**src/rtl/npc_pkg.sv**
```systemverilog
package npc_pkg;

   localparam int unsigned INSN_W = 32;
   localparam int unsigned OPC_W  = 6;

   localparam logic [5:0] OPC_SPECIAL = 6'h00;
   localparam logic [5:0] OPC_REGIMM  = 6'h01;
   localparam logic [5:0] OPC_JUMP    = 6'h02;
   localparam logic [5:0] OPC_CALL    = 6'h03;
   localparam logic [5:0] OPC_EQ      = 6'h04;
   localparam logic [5:0] OPC_NE      = 6'h05;
   localparam logic [5:0] OPC_LEZ     = 6'h06;
   localparam logic [5:0] OPC_GTZ     = 6'h07;
   localparam logic [5:0] FN_REGJMP   = 6'h08;

   typedef enum logic [3:0] {
      FLOW_SEQ,
      FLOW_JUMP,
      FLOW_CALL,
      FLOW_REGJMP,
      FLOW_EQ,
      FLOW_NE,
      FLOW_LTZ,
      FLOW_GEZ,
      FLOW_LEZ,
      FLOW_GTZ
   } flow_e;

   function automatic logic is_branch(input flow_e k);
      return (k == FLOW_EQ) || (k == FLOW_NE) || (k == FLOW_LTZ) ||
             (k == FLOW_GEZ) || (k == FLOW_LEZ) || (k == FLOW_GTZ);
   endfunction

endpackage

```
**src/rtl/npc_decode.sv**
```systemverilog
module npc_decode
   import npc_pkg::*;
(
   input  logic [5:0] opc_i,
   input  logic [4:0] sub_i,
   input  logic [5:0] fn_i,
   output flow_e      kind_o
);

   always_comb begin
      kind_o = FLOW_SEQ;
      unique case (opc_i)
         OPC_SPECIAL: kind_o = (fn_i == FN_REGJMP) ? FLOW_REGJMP : FLOW_SEQ;
         OPC_REGIMM: begin
            if (sub_i == 5'd0)      kind_o = FLOW_LTZ;
            else if (sub_i == 5'd1) kind_o = FLOW_GEZ;
            else                    kind_o = FLOW_SEQ;
         end
         OPC_JUMP: kind_o = FLOW_JUMP;
         OPC_CALL: kind_o = FLOW_CALL;
         OPC_EQ:   kind_o = FLOW_EQ;
         OPC_NE:   kind_o = FLOW_NE;
         OPC_LEZ:  kind_o = FLOW_LEZ;
         OPC_GTZ:  kind_o = FLOW_GTZ;
         default:  kind_o = FLOW_SEQ;
      endcase
   end

endmodule

```
**src/rtl/npc_cond.sv**
```systemverilog
module npc_cond
   import npc_pkg::*;
#(
   parameter int unsigned XLEN     = 32,
   parameter int unsigned EQ_STYLE = 0
)(
   input  flow_e            kind_i,
   input  logic [XLEN-1:0]  a_i,
   input  logic [XLEN-1:0]  b_i,
   output logic             redirect_o
);

   logic same;
   logic neg;
   logic zero;

   if (EQ_STYLE > 1) begin : g_bad_eq
      $error("npc_cond: EQ_STYLE must be 0 or 1");
   end

   if (EQ_STYLE == 0) begin : g_eq_cmp
      assign same = (a_i == b_i);
   end else begin : g_eq_xor
      assign same = ~|(a_i ^ b_i);
   end

   assign neg  = a_i[XLEN-1];
   assign zero = (a_i == '0);

   always_comb begin
      unique case (kind_i)
         FLOW_JUMP, FLOW_CALL, FLOW_REGJMP: redirect_o = 1'b1;
         FLOW_EQ:  redirect_o = same;
         FLOW_NE:  redirect_o = ~same;
         FLOW_LTZ: redirect_o = neg;
         FLOW_GEZ: redirect_o = ~neg;
         FLOW_LEZ: redirect_o = neg | zero;
         FLOW_GTZ: redirect_o = ~neg & ~zero;
         default:  redirect_o = 1'b0;
      endcase
   end

   always_comb begin
      if (kind_i == FLOW_GTZ && redirect_o)
         AST_GTZ_POSITIVE: assert ($signed(a_i) > 0);
      if (kind_i == FLOW_LTZ && redirect_o)
         AST_LTZ_NEGATIVE: assert ($signed(a_i) < 0);
   end

endmodule

```
**src/rtl/npc_targets.sv**
```systemverilog
module npc_targets #(
   parameter int unsigned XLEN        = 32,
   parameter int unsigned BR_PRE_ADD  = 1
)(
   input  logic [XLEN-1:0] pc_i,
   input  logic [15:0]     off_i,
   input  logic [25:0]     idx_i,
   output logic [XLEN-1:0] seq_o,
   output logic [XLEN-1:0] link_o,
   output logic [XLEN-1:0] br_o,
   output logic [XLEN-1:0] jmp_o
);

   localparam int unsigned REGION_LSB = 28;
   localparam int unsigned EXT_W      = XLEN - 18;
   localparam logic [XLEN-1:0] STEP   = XLEN'(4);

   logic [XLEN-1:0] off_sx;

   if (XLEN < 32) begin : g_bad_xlen
      $error("npc_targets: XLEN must be at least 32");
   end

   assign off_sx = {{EXT_W{off_i[15]}}, off_i, 2'b00};
   assign seq_o  = pc_i + STEP;
   assign link_o = pc_i + (STEP << 1);
   assign jmp_o  = {seq_o[XLEN-1:REGION_LSB], idx_i, 2'b00};

   if (BR_PRE_ADD != 0) begin : g_br_folded
      logic [XLEN-1:0] off_step;
      assign off_step = off_sx + STEP;
      assign br_o     = pc_i + off_step;
   end else begin : g_br_chained
      assign br_o = seq_o + off_sx;
   end

   always_comb begin
      AST_LINK_AHEAD: assert (link_o - seq_o == STEP);
      AST_JUMP_REGION: assert (jmp_o[XLEN-1:REGION_LSB] == seq_o[XLEN-1:REGION_LSB]);
   end

endmodule

```
**src/rtl/npc_unit.sv**
```systemverilog
module npc_unit
   import npc_pkg::*;
#(
   parameter int unsigned XLEN       = 32,
   parameter int unsigned EQ_STYLE   = 0,
   parameter int unsigned BR_PRE_ADD = 1
)(
   input  logic [31:0] pc_i,
   input  logic [31:0] instr_i,
   input  logic [31:0] rs_val_i,
   input  logic [31:0] rt_val_i,
   output logic [31:0] next_pc_o,
   output logic        taken_o,
   output logic        link_we_o,
   output logic [31:0] link_data_o
);

   if (XLEN != INSN_W) begin : g_bad_top
      $error("npc_unit: port width is fixed at 32 bits");
   end

   flow_e            kind;
   logic             redirect;
   logic [XLEN-1:0]  seq_pc;
   logic [XLEN-1:0]  link_pc;
   logic [XLEN-1:0]  br_pc;
   logic [XLEN-1:0]  jmp_pc;

   npc_decode u_decode (
      .opc_i  (instr_i[31:26]),
      .sub_i  (instr_i[20:16]),
      .fn_i   (instr_i[5:0]),
      .kind_o (kind)
   );

   npc_cond #(.XLEN(XLEN), .EQ_STYLE(EQ_STYLE)) u_cond (
      .kind_i     (kind),
      .a_i        (rs_val_i),
      .b_i        (rt_val_i),
      .redirect_o (redirect)
   );

   npc_targets #(.XLEN(XLEN), .BR_PRE_ADD(BR_PRE_ADD)) u_targets (
      .pc_i   (pc_i),
      .off_i  (instr_i[15:0]),
      .idx_i  (instr_i[25:0]),
      .seq_o  (seq_pc),
      .link_o (link_pc),
      .br_o   (br_pc),
      .jmp_o  (jmp_pc)
   );

   always_comb begin
      next_pc_o = seq_pc;
      if (redirect) begin
         unique case (kind)
            FLOW_JUMP, FLOW_CALL: next_pc_o = jmp_pc;
            FLOW_REGJMP:          next_pc_o = rs_val_i;
            default:              next_pc_o = br_pc;
         endcase
      end
   end

   assign taken_o     = redirect;
   assign link_we_o   = (kind == FLOW_CALL);
   assign link_data_o = link_pc;

   always_comb begin
      if (!taken_o)
         AST_FALLTHROUGH: assert (next_pc_o == pc_i + 32'd4);
      if (link_we_o)
         AST_LINK_IMPLIES_TAKEN: assert (taken_o);
      if (taken_o && is_branch(kind))
         AST_BRANCH_ALIGN: assert (next_pc_o[1:0] == pc_i[1:0]);
   end

endmodule

```
**config.mk**
```make
export PLATFORM = sky130hd
export DESIGN_NAME = npc_unit
export DESIGN_NICKNAME = d
export VERILOG_FILES = /design/src/rtl/npc_pkg.sv /design/src/rtl/npc_decode.sv /design/src/rtl/npc_cond.sv /design/src/rtl/npc_targets.sv /design/src/rtl/npc_unit.sv
export SDC_FILE = /design/constraint.sdc
export NUM_CORES = 1
export LEC_CHECK = 0
export BUFFER_PORTS_ARGS = -buffer_cell sky130_fd_sc_hd__buf_4
export CORE_MARGIN = 1
export CORE_UTILIZATION = 50
export DETAILED_ROUTE_END_ITERATION = 8
export PLACE_DENSITY_LB_ADDON = 0.05
export RECOVER_POWER = 50
export SYNTH_ARGS = -nofsm -noshare
export SYNTH_HDL_FRONTEND = slang
export SYNTH_SLANG_ARGS = --single-unit
```
**constraint.sdc**
```tcl
create_clock -name vclk -period 7.1
set_input_delay 1.42 -clock vclk [all_inputs]
set_output_delay 1.42 -clock vclk [all_outputs]
set_load 0.01 [all_outputs]
```
==> results of run 1 <==
## area by class of cell
class                           count  area [sq um]
Multi-Input combinational cell    577          3980
Fill cell                         791          2634
Timing Repair Buffer              200          1381
Tap cell                          105         131.4
Inverter                           13         48.80
## power breakdown
group | leakage (nW) | total [mW] | internal [mW] | switching (mW)
combinational | 2.33 | 0.422 | 0.194 | 0.228
clock | 0 | 0 | 0 | 0
sequential | 0 | 0 | 0 | 0
total | 2.33 | 0.422 | 0.194 | 0.228
## path summary, 6_finish.rpt
check / depth (start not counted) / slack (ns) / from / end
worst max-delay path: 16 / 0.58 / instr_i[0] / next_pc_o[28]
worst min-delay path: 2 / 3.07 / pc_i[1] / link_data_o[1]
## cells by family (layout without fill, tap and decap cells)
group                      count (synthesis)  after routing  share of synthesized area (%)
buffers and inverters                     46            213                          5.534
adders and majority gates                 35             35                          10.59
xor gates and xnor gates                 129            129                          26.87
and+or+nand+nor                          223            223                          26.18
AOI/OAI and AO/OA                        186            186                          29.84
muxes                                      4              4                         0.9819
## per-layer routing
metal  GRT usage [%]  part of all wire (%)  up-vias
met1           51.50                    43     2606
met5               0                     0        -
met2           62.17                    46      315
met4           11.92                   2.6        0
li1                -                     -     2638
met3           6.634                   9.1       45
## through the flow
stage	hold slack, ns	setup WS, ns
3_3_place_gp	3.028	0.7258
5_1_grt	3.075	0.3931
2_1_floorplan	2.884	1.169
3_5_place_dp	3.032	0.6536
4_1_cts	3.032	0.6411
6_report	3.072	0.5762
## cells in the final DEF (no fill, tap or decap), types with 6 or more instances in the layout
| cell | count |
|---|---|
| ha_1 | 34 |
| o21ai_0 | 36 |
| nor4_1 | 14 |
| nand3_1 | 28 |
| xor2_1 | 41 |
| a22oi_1 | 13 |
| nor2_1 | 58 |
| a21oi_1 | 52 |
| nand2_1 | 48 |
| buf_4 | 168 |
| and2_1 | 8 |
| and3_1 | 14 |
| nand4_1 | 25 |
| clkbuf_1 | 32 |
| a21o_1 | 13 |
| o21a_1 | 6 |
| o22ai_1 | 10 |
| a211oi_1 | 6 |
| nor3_1 | 7 |
| xnor2_1 | 88 |
| a221o_1 | 6 |
| inv_1 | 12 |
==> results by group, run 1 <==
Status
  • Outcome: complete, no violations

Routing
  • DR iter-0 viols: 395
  • Drt drc: 0
  • Vias per cell: 6.261
  • First-pass detailed-route iteration total: 5
  • Vias after detailed routing: 5604
  • DR WL/cell: 19.62 um
  • ANT nets after route: 0
  • Routed WL: 17560 um

Finish
  • Register Area: 0 sq um
  • Final Util: 67.78%
  • Seq cells: 0
  • Clock Buffer Count: 0
  • Antenna fix cells: 0
  • Area grow syn2layout: 31.78%
  • Share of post-route cells with drive strength above 1: 23.16%
  • Fin cells: 895
  • Finished Cell Area: 5542 sq um
  • Nets: 955

Global route
  • Number of global-route vias before repair: 5270
  • Initial antenna violation count: 0
  • Total Routing Usage GR: 38.43%
  • First-pass GRT wire length: 26690 um
  • Largest net degree at the start of global routing: 26
  • Overflow after GRT: 0

Flow run
  • MaxCap Viol Count: 0

Floorplanning
  • Area of the core: 8175 sq um
  • Die X: 93.71 um
  • Initial Utilization: 51.44%
  • IO Pins: 194
  • Die area: 8782 sq um
  • Core Rows: 33
  • Die height: 93.71 um

STA
  • Fmax: 153.3 MHz
  • Slew @ Worst Pin: 1.148 ns
  • Setup TNS: 0 ns
  • Count of final hold-check violations: 0
  • Max-slew violations: 0
  • RSZ-0062 raised after global routing: no
  • Endpoints failing setup: 0
  • Tmin final: 6.524 ns
  • Worst rel slew slack: 23.50%
  • Tcrit/Tclk final: 91.88%

Setup path
  • Worst path slowest cell: o21a_1
  • CP Max Fanout: 14
  • Worst Path Required: 5.68 ns
  • CP max stage delay: 0.51 ns
  • CP cell instances: buf_4, ha_1, and3_1, nand2_1, o21a_1, ha_1, a21o_1, a21o_1, a2111oi_0, nor3_1, a21oi_1, o31ai_1, a21oi_1, xnor2_1, a221o_1, buf_4
  • Delay-heaviest family, CP: compound AO/OA/AOI/OAI gates
  • WS Path Type: in2out
  • Worst Path Arrival: 5.10 ns
  • WP buf/inv: 2
  • Critical Path Source Type: primary input
  • Endpoint class of the critical path: primary output

Logic synthesis
  • Cell count after synthesis: 623
  • Yosys cell types: 62
  • Yosys warning total: 0
  • Post-synthesis cell area: 4205 sq um
  • Post-synth top area cell: xnor2_1
  • Seq/Total Area, Yosys: 0%
  • Top post-synthesis cells by count: 88 x xnor2_1, 58 x nor2_1, 52 x a21oi_1
  • Most frequent cell after synthesis: xnor2_1
  • Top post-synthesis cells by area: xnor2_1 18%, ha_1 10%, xor2_1 8.5%
  • Syn Area/Cell: 6.750 sq um
  • Syn_nets: 786
  • Top-area cell type share of the netlist area: 18.33%

Min path
  • Hold crit path type: in2out

Clock network
  • Setup Fix Bufs, Post-CTS: 0
  • Hold buffers post-CTS: 0
  • Post-cts resize count: 0

Placed design
  • DP Area: 5662 sq um
  • Post-DP HPWL: 14410 um
  • Placed cell count: 895
  • Routability cong.: 0.9961
  • Port bufs: 194

Power and ir drop
  • P per Cell Area: 76.16 nW/um^2
  • Pleak: 2.329 nW
  • Pwr Total: 0.4220 mW
  • VDD IR-drop max: 0.03085 mV
No activity file was read; power rests on OpenSTA's default activity.
==> run 2: changes to the inputs <==
--- a/config.mk
+++ b/config.mk
@@ -9,6 +9,7 @@
 export CORE_MARGIN = 1
 export CORE_UTILIZATION = 50
 export DETAILED_ROUTE_END_ITERATION = 8
+export MAX_ROUTING_LAYER = met4
 export PLACE_DENSITY_LB_ADDON = 0.05
 export RECOVER_POWER = 50
 export SYNTH_ARGS = -nofsm -noshare
==> run 2 against run 1 <==
Flip-flop and latch count stayed put. Worst hold slack barely moved. Critical endpoint is now next_pc_o[26]. Combinational power hardly changed. Critical path type unchanged. Count of clock-buffer cells in the layout stayed put. Maximum frequency shrank 0.35%. Sequential share of layout area unchanged. Largest cell class unchanged.
==> results by group, run 2 (synthesis results as in run 1) <==
Floorplanning
  • Die height: 93.71 um (unchanged)
  • Area of the core: 8175 sq um (unchanged)
  • Die area: 8782 sq um (unchanged)
  • Initial Utilization: 51.44% (unchanged)
  • Die X: 93.71 um (unchanged)
  • Core Rows: 33 (unchanged)
  • IO Pins: 194 (unchanged)

Placed design
  • Post-DP HPWL: 14610 um (+1.4%)
  • Routability cong.: 1.024 (+2.8%)
  • Port bufs: 194 (unchanged)

Clock network
  • Setup Fix Bufs, Post-CTS: 0 (unchanged)
  • Hold buffers post-CTS: 0 (unchanged)
  • Post-cts resize count: 0 (unchanged)

Finish
  • Register Area: 0 sq um (unchanged)
  • Share of post-route cells with drive strength above 1: 23.16% (unchanged)
  • Area occupied by multi-input gates: 3980 sq um (unchanged)
  • Clock Buffer Count: 0 (unchanged)
  • Seq cells: 0 (unchanged)
  • Area grow syn2layout: 31.78% (unchanged)
  • Commonest non-fill, non-tap cells in the layout: 168 x buf_4, 88 x xnor2_1, 58 x nor2_1
  • Leading cell type in the layout, fill and taps excluded: buf_4
  • Filler Cells Inserted: 772 (-2.4%)
  • Nets: 955 (unchanged)
  • Antenna fix cells: 0 (unchanged)

Global route
  • Total Routing Usage GR: 39.96% (+1.5 points)
  • First-pass GRT wire length: 27110 um (+1.6%)
  • Largest net degree at the start of global routing: 37 (+42%)
  • Initial antenna violation count: 0 (unchanged)
  • Number of global-route vias before repair: 5319 (+0.93%)
  • Overflow after GRT: 0 (unchanged)

Power and ir drop
  • VDD IR-drop max: 0.03780 mV (+23%)
  • P per Cell Area: 76.15 nW/um^2 (about the same)
  • Pleak: 2.329 nW (unchanged)

Min path
  • Hold crit path type: in2out
  • Hold path start: pc_i[0]
  • Hold depth: 2 (unchanged)
  • Worst-case hold path end point: link_data_o[0]

Routing
  • Vias after detailed routing: 5677 (+1.3%)
  • ANT nets after route: 0 (unchanged)
  • DR iter-0 viols: 417 (+5.6%)
  • DR WL/cell: 19.95 um (+1.7%)
  • First-pass detailed-route iteration total: 5 (unchanged)
  • Vias per cell: 6.343 (+1.3%)
  • Drt drc: 0 (unchanged)
  • Routed WL: 17850 um (+1.7%)

STA
  • Setup TNS: 0 ns (unchanged)
  • Hold slack: 3.072 ns (+0.00007000 ns)
  • Tmin final: 6.547 ns (+0.02299 ns)
  • Max-slew violations: 0 (unchanged)
  • Endpoints failing setup: 0 (unchanged)
  • RSZ-0062 raised after global routing: no
  • Worst rel slew slack: 23.99% (+0.49 points)
  • Fmax: 152.7 MHz (-0.35%)
  • Tcrit/Tclk final: 92.21% (+0.32 points)
  • Slew @ Worst Pin: 1.140 ns (-0.007413 ns)
  • Count of final hold-check violations: 0 (unchanged)

Setup path
  • Worst path slowest cell: o21a_1
  • Endpoint class of the critical path: primary output
  • WS Path Type: in2out
  • Worst Path Required: 5.68 ns (about the same)
  • Worst Path Arrival: 5.13 ns (+0.03 ns)
  • Critical Path Source Type: primary input
  • CP max stage delay: 0.53 ns (+0.02 ns)
  • CP Max Fanout: 14 (unchanged)
  • CP cell instances: buf_4, ha_1, and3_1, nand2_1, o21a_1, ha_1, a21o_1, a21o_1, a2111oi_0, nor3_1, nand2b_1, o221ai_1, a21oi_1, o21ai_0, o21ai_0, buf_4

Status
  • Outcome: complete, no violations

Flow run
  • MaxCap Viol Count: 0 (unchanged)
-- run 2: cell counts in the layout (fill, tap and decap cells not counted) --
Identical to the previous run, type by type.
-- run 2: worst max path at each step --
stage | startpoint | to | slack, ns | cells after the start
2_1_floorplan | instr_i[0] | next_pc_o[28] | 1.17 | 16
3_3_place_gp | instr_i[0] | next_pc_o[28] | 0.71 | 16
3_5_place_dp | instr_i[0] | next_pc_o[26] | 0.64 | 16
4_1_cts | instr_i[0] | next_pc_o[28] | 0.61 | 16
5_1_grt | instr_i[0] | next_pc_o[26] | 0.33 | 16
6_report | instr_i[0] | next_pc_o[26] | 0.55 | 16
-- run 2: layout make-up --
class | instances | area share, %
Multi-Input combinational cell | 577 | 71.82
Inverter | 13 | 0.8806
Tap cell | 105 | 2.371
Timing Repair Buffer | 200 | 24.93
-- run 2: power by group --
part           switching [mW]  internal, mW
clock                       0             0
sequential                  0             0
combinational           0.228         0.194
total                   0.228         0.194
-- run 2: worst max-delay path: cells and delay by family --
family	cells	cell delay, ns
AOI/OAI and AO/OA	8	2.03
adders and majority gates	2	0.66
buffers and inverters	2	0.29
and+or+nand+nor	4	0.71
-- run 2: metrics by stage --
| step | cells | setup slack, ns | utilization, % | area, sq um | power (mW) |
|---|---|---|---|---|---|
| finish | 895 | 0.5532 | 67.78 | 5542 | 0.4220 |
| global route | 895 | 0.3341 | 67.78 | 5542 | 0.4549 |
| CTS | 895 | 0.6143 | 69.25 | 5662 | 0.4216 |
| detailed placement | 895 | 0.6389 | 69.25 | 5662 | 0.4195 |
| global placement | 895 | 0.7090 | 69.25 | 5662 | 0.4156 |
| floorplan | 623 | 1.169 | - | 4205 | 0.2432 |
-- run 2: routing by layer --
metal | part of all wire (%) | vias to the layer above | wire (um) | global-route usage (%)
met3 | 9.2 | 47 | 1641 | 4.531
met2 | 46 | 329 | 8228 | 63.99
met4 | 2.9 | 0 | 520 | 12.44
met5 | 0 | - | 0 | -
met1 | 42 | 2660 | 7461 | 52.45
li1 | - | 2641 | - | -
==> run 3: changes to the inputs <==
==> constraint.sdc (replaced) <==
create_clock -name vclk -period 6.8
set_input_delay 1.36 -clock vclk [all_inputs]
set_output_delay 1.36 -clock vclk [all_outputs]
set_load 0.01 [all_outputs]
==> run 3 against run 2 <==
Die area did not move. Design area did not move. Combinational power rose by 4%. Global-route usage fell by 0.78 points. First-iteration DRC count rose by 17%.
==> results by group, run 3 (synthesis results as in run 1) <==
Setup path
  • Endpoint class of the critical path: primary output
  • WS Path Type: in2out
  • CP Max Fanout: 14 (unchanged)
  • Worst Path Required: 5.44 ns (-0.24 ns)
  • Worst Path Arrival: 5.05 ns (-0.08 ns)
  • Critical Path Source Type: primary input

STA
  • Setup TNS: 0 ns (unchanged)
  • Tmin final: 6.407 ns
  • Endpoints failing setup: 0 (unchanged)
  • Slew @ Worst Pin: 1.117 ns (-0.02292 ns)
  • Count of final hold-check violations: 0 (unchanged)
  • RSZ-0062 raised after global routing: no
  • Fmax: 156.1 MHz
  • Hold slack: 2.946 ns (-0.1255 ns)
  • Tcrit/Tclk final: 94.21%
  • Max-slew violations: 0 (unchanged)
  • Worst rel slew slack: 25.52% (+1.5 points)

Global route
  • Met2 usage: 63.81% (-0.18 points)
  • Met1 usage: 49.25% (-3.2 points)
  • Gr busiest metal: met2
  • First-pass GRT wire length: 26380 um (-2.7%)
  • Largest net degree at the start of global routing: 28 (-24%)
  • Initial antenna violation count: 0 (unchanged)
  • Overflow after GRT: 0 (unchanged)
  • Number of global-route vias before repair: 5189 (-2.4%)
  • Total Routing Usage GR: 39.18% (-0.78 points)
  • Global-route track usage on met3: 7.686% (+3.2 points)

Routing
  • Vias after detailed routing: 5633 (-0.78%)
  • First-pass detailed-route iteration total: 8 (+3)
  • DR WL/cell: 19.67 um (-1.4%)
  • Routed WL: 17610 um (-1.4%)
  • ANT nets after route: 0 (unchanged)
  • Drt drc: 0 (unchanged)
  • DR iter-0 viols: 488 (+17%)
  • Vias per cell: 6.294 (-0.78%)

Finish
  • Area grow syn2layout: 31.78% (unchanged)
  • Nets: 955 (unchanged)
  • Clock Buffer Count: 0 (unchanged)
  • Antenna fix cells: 0 (unchanged)
  • Filler Cells Inserted: 741 (-4.0%)
  • Register Area: 0 sq um (unchanged)
  • Share of post-route cells with drive strength above 1: 23.16% (unchanged)
  • Commonest non-fill, non-tap cells in the layout: 168 x buf_4, 88 x xnor2_1, 58 x nor2_1
  • Leading cell type in the layout, fill and taps excluded: buf_4
  • Final Util: 67.78% (unchanged)
  • Seq cells: 0 (unchanged)

Clock network
  • Setup Fix Bufs, Post-CTS: 0 (unchanged)
  • Post-cts resize count: 0 (unchanged)
  • Hold buffers post-CTS: 0 (unchanged)

Status
  • Outcome: complete, no violations

Floorplanning
  • Die area: 8782 sq um (unchanged)
  • IO Pins: 194 (unchanged)
  • Area of the core: 8175 sq um (unchanged)
  • Die height: 93.71 um (unchanged)
  • Core Rows: 33 (unchanged)
  • Die X: 93.71 um (unchanged)
  • Initial Utilization: 51.44% (unchanged)

Power and ir drop
  • VDD IR-drop max: 0.04550 mV (+20%)
  • P per Cell Area: 79.31 nW/um^2 (+4.1%)
  • Pleak: 2.329 nW (unchanged)

Placed design
  • Port bufs: 194 (unchanged)
  • Routability cong.: 0.9926 (-3.1%)
  • Post-DP HPWL: 14470 um (-0.98%)

Flow run
  • MaxCap Viol Count: 0 (unchanged)

Min path
  • Hold crit path type: in2out
## run 3: cell type report
class                      count  area [sq um]  area share, %
multi-input combinational    577          3980          71.82
timing repair buffer         200          1381          24.93
tap                          105         131.4          2.371
inverter                      13         48.80         0.8806
## run 3: metrics by stage
step | total power, mW | setup WS, ns | std cells | cell area [sq um]
CTS | 0.4390 | 0.4792 | 895 | 5662
global placement | 0.4340 | 0.5262 | 895 | 5662
global route | 0.4727 | 0.1342 | 895 | 5542
floorplan | 0.2539 | 0.9889 | 623 | 4205
detailed placement | 0.4367 | 0.4909 | 895 | 5662
finish | 0.4395 | 0.3934 | 895 | 5542
## run 3: worst paths after layout
path	start	endpoint	slack (ns)	cells after the start
worst min-delay path	pc_i[1]	link_data_o[1]	2.95	2
worst max-delay path	instr_i[0]	next_pc_o[26]	0.39	16
## run 3: critical path: stages
cell	delay, ns
buf_4	0.13
ha_1	0.23
and3_1	0.25
nand2_1	0.11
o21a_1	0.53
ha_1	0.43
a21o_1	0.21
a21o_1	0.19
a2111oi_0	0.39
nor3_1	0.17
nand2b_1	0.18
o221ai_1	0.31
a21oi_1	0.12
o21ai_0	0.14
o21ai_0	0.12
buf_4	0.16
## run 3: where the power goes
group	internal (mW)	switching, mW	total (mW)	leakage, nW
registers	0	0	0	0
logic	0.203	0.237	0.439	2.33
clock network	0	0	0	0
total	0.203	0.237	0.439	2.33
## run 3: per-layer routing
metal / up-vias / wire (um)
met2: 364 / 8162
met1: 2600 / 7001
met5: - / 0
met3: 35 / 2019
met4: 0 / 423
li1: 2634 / -
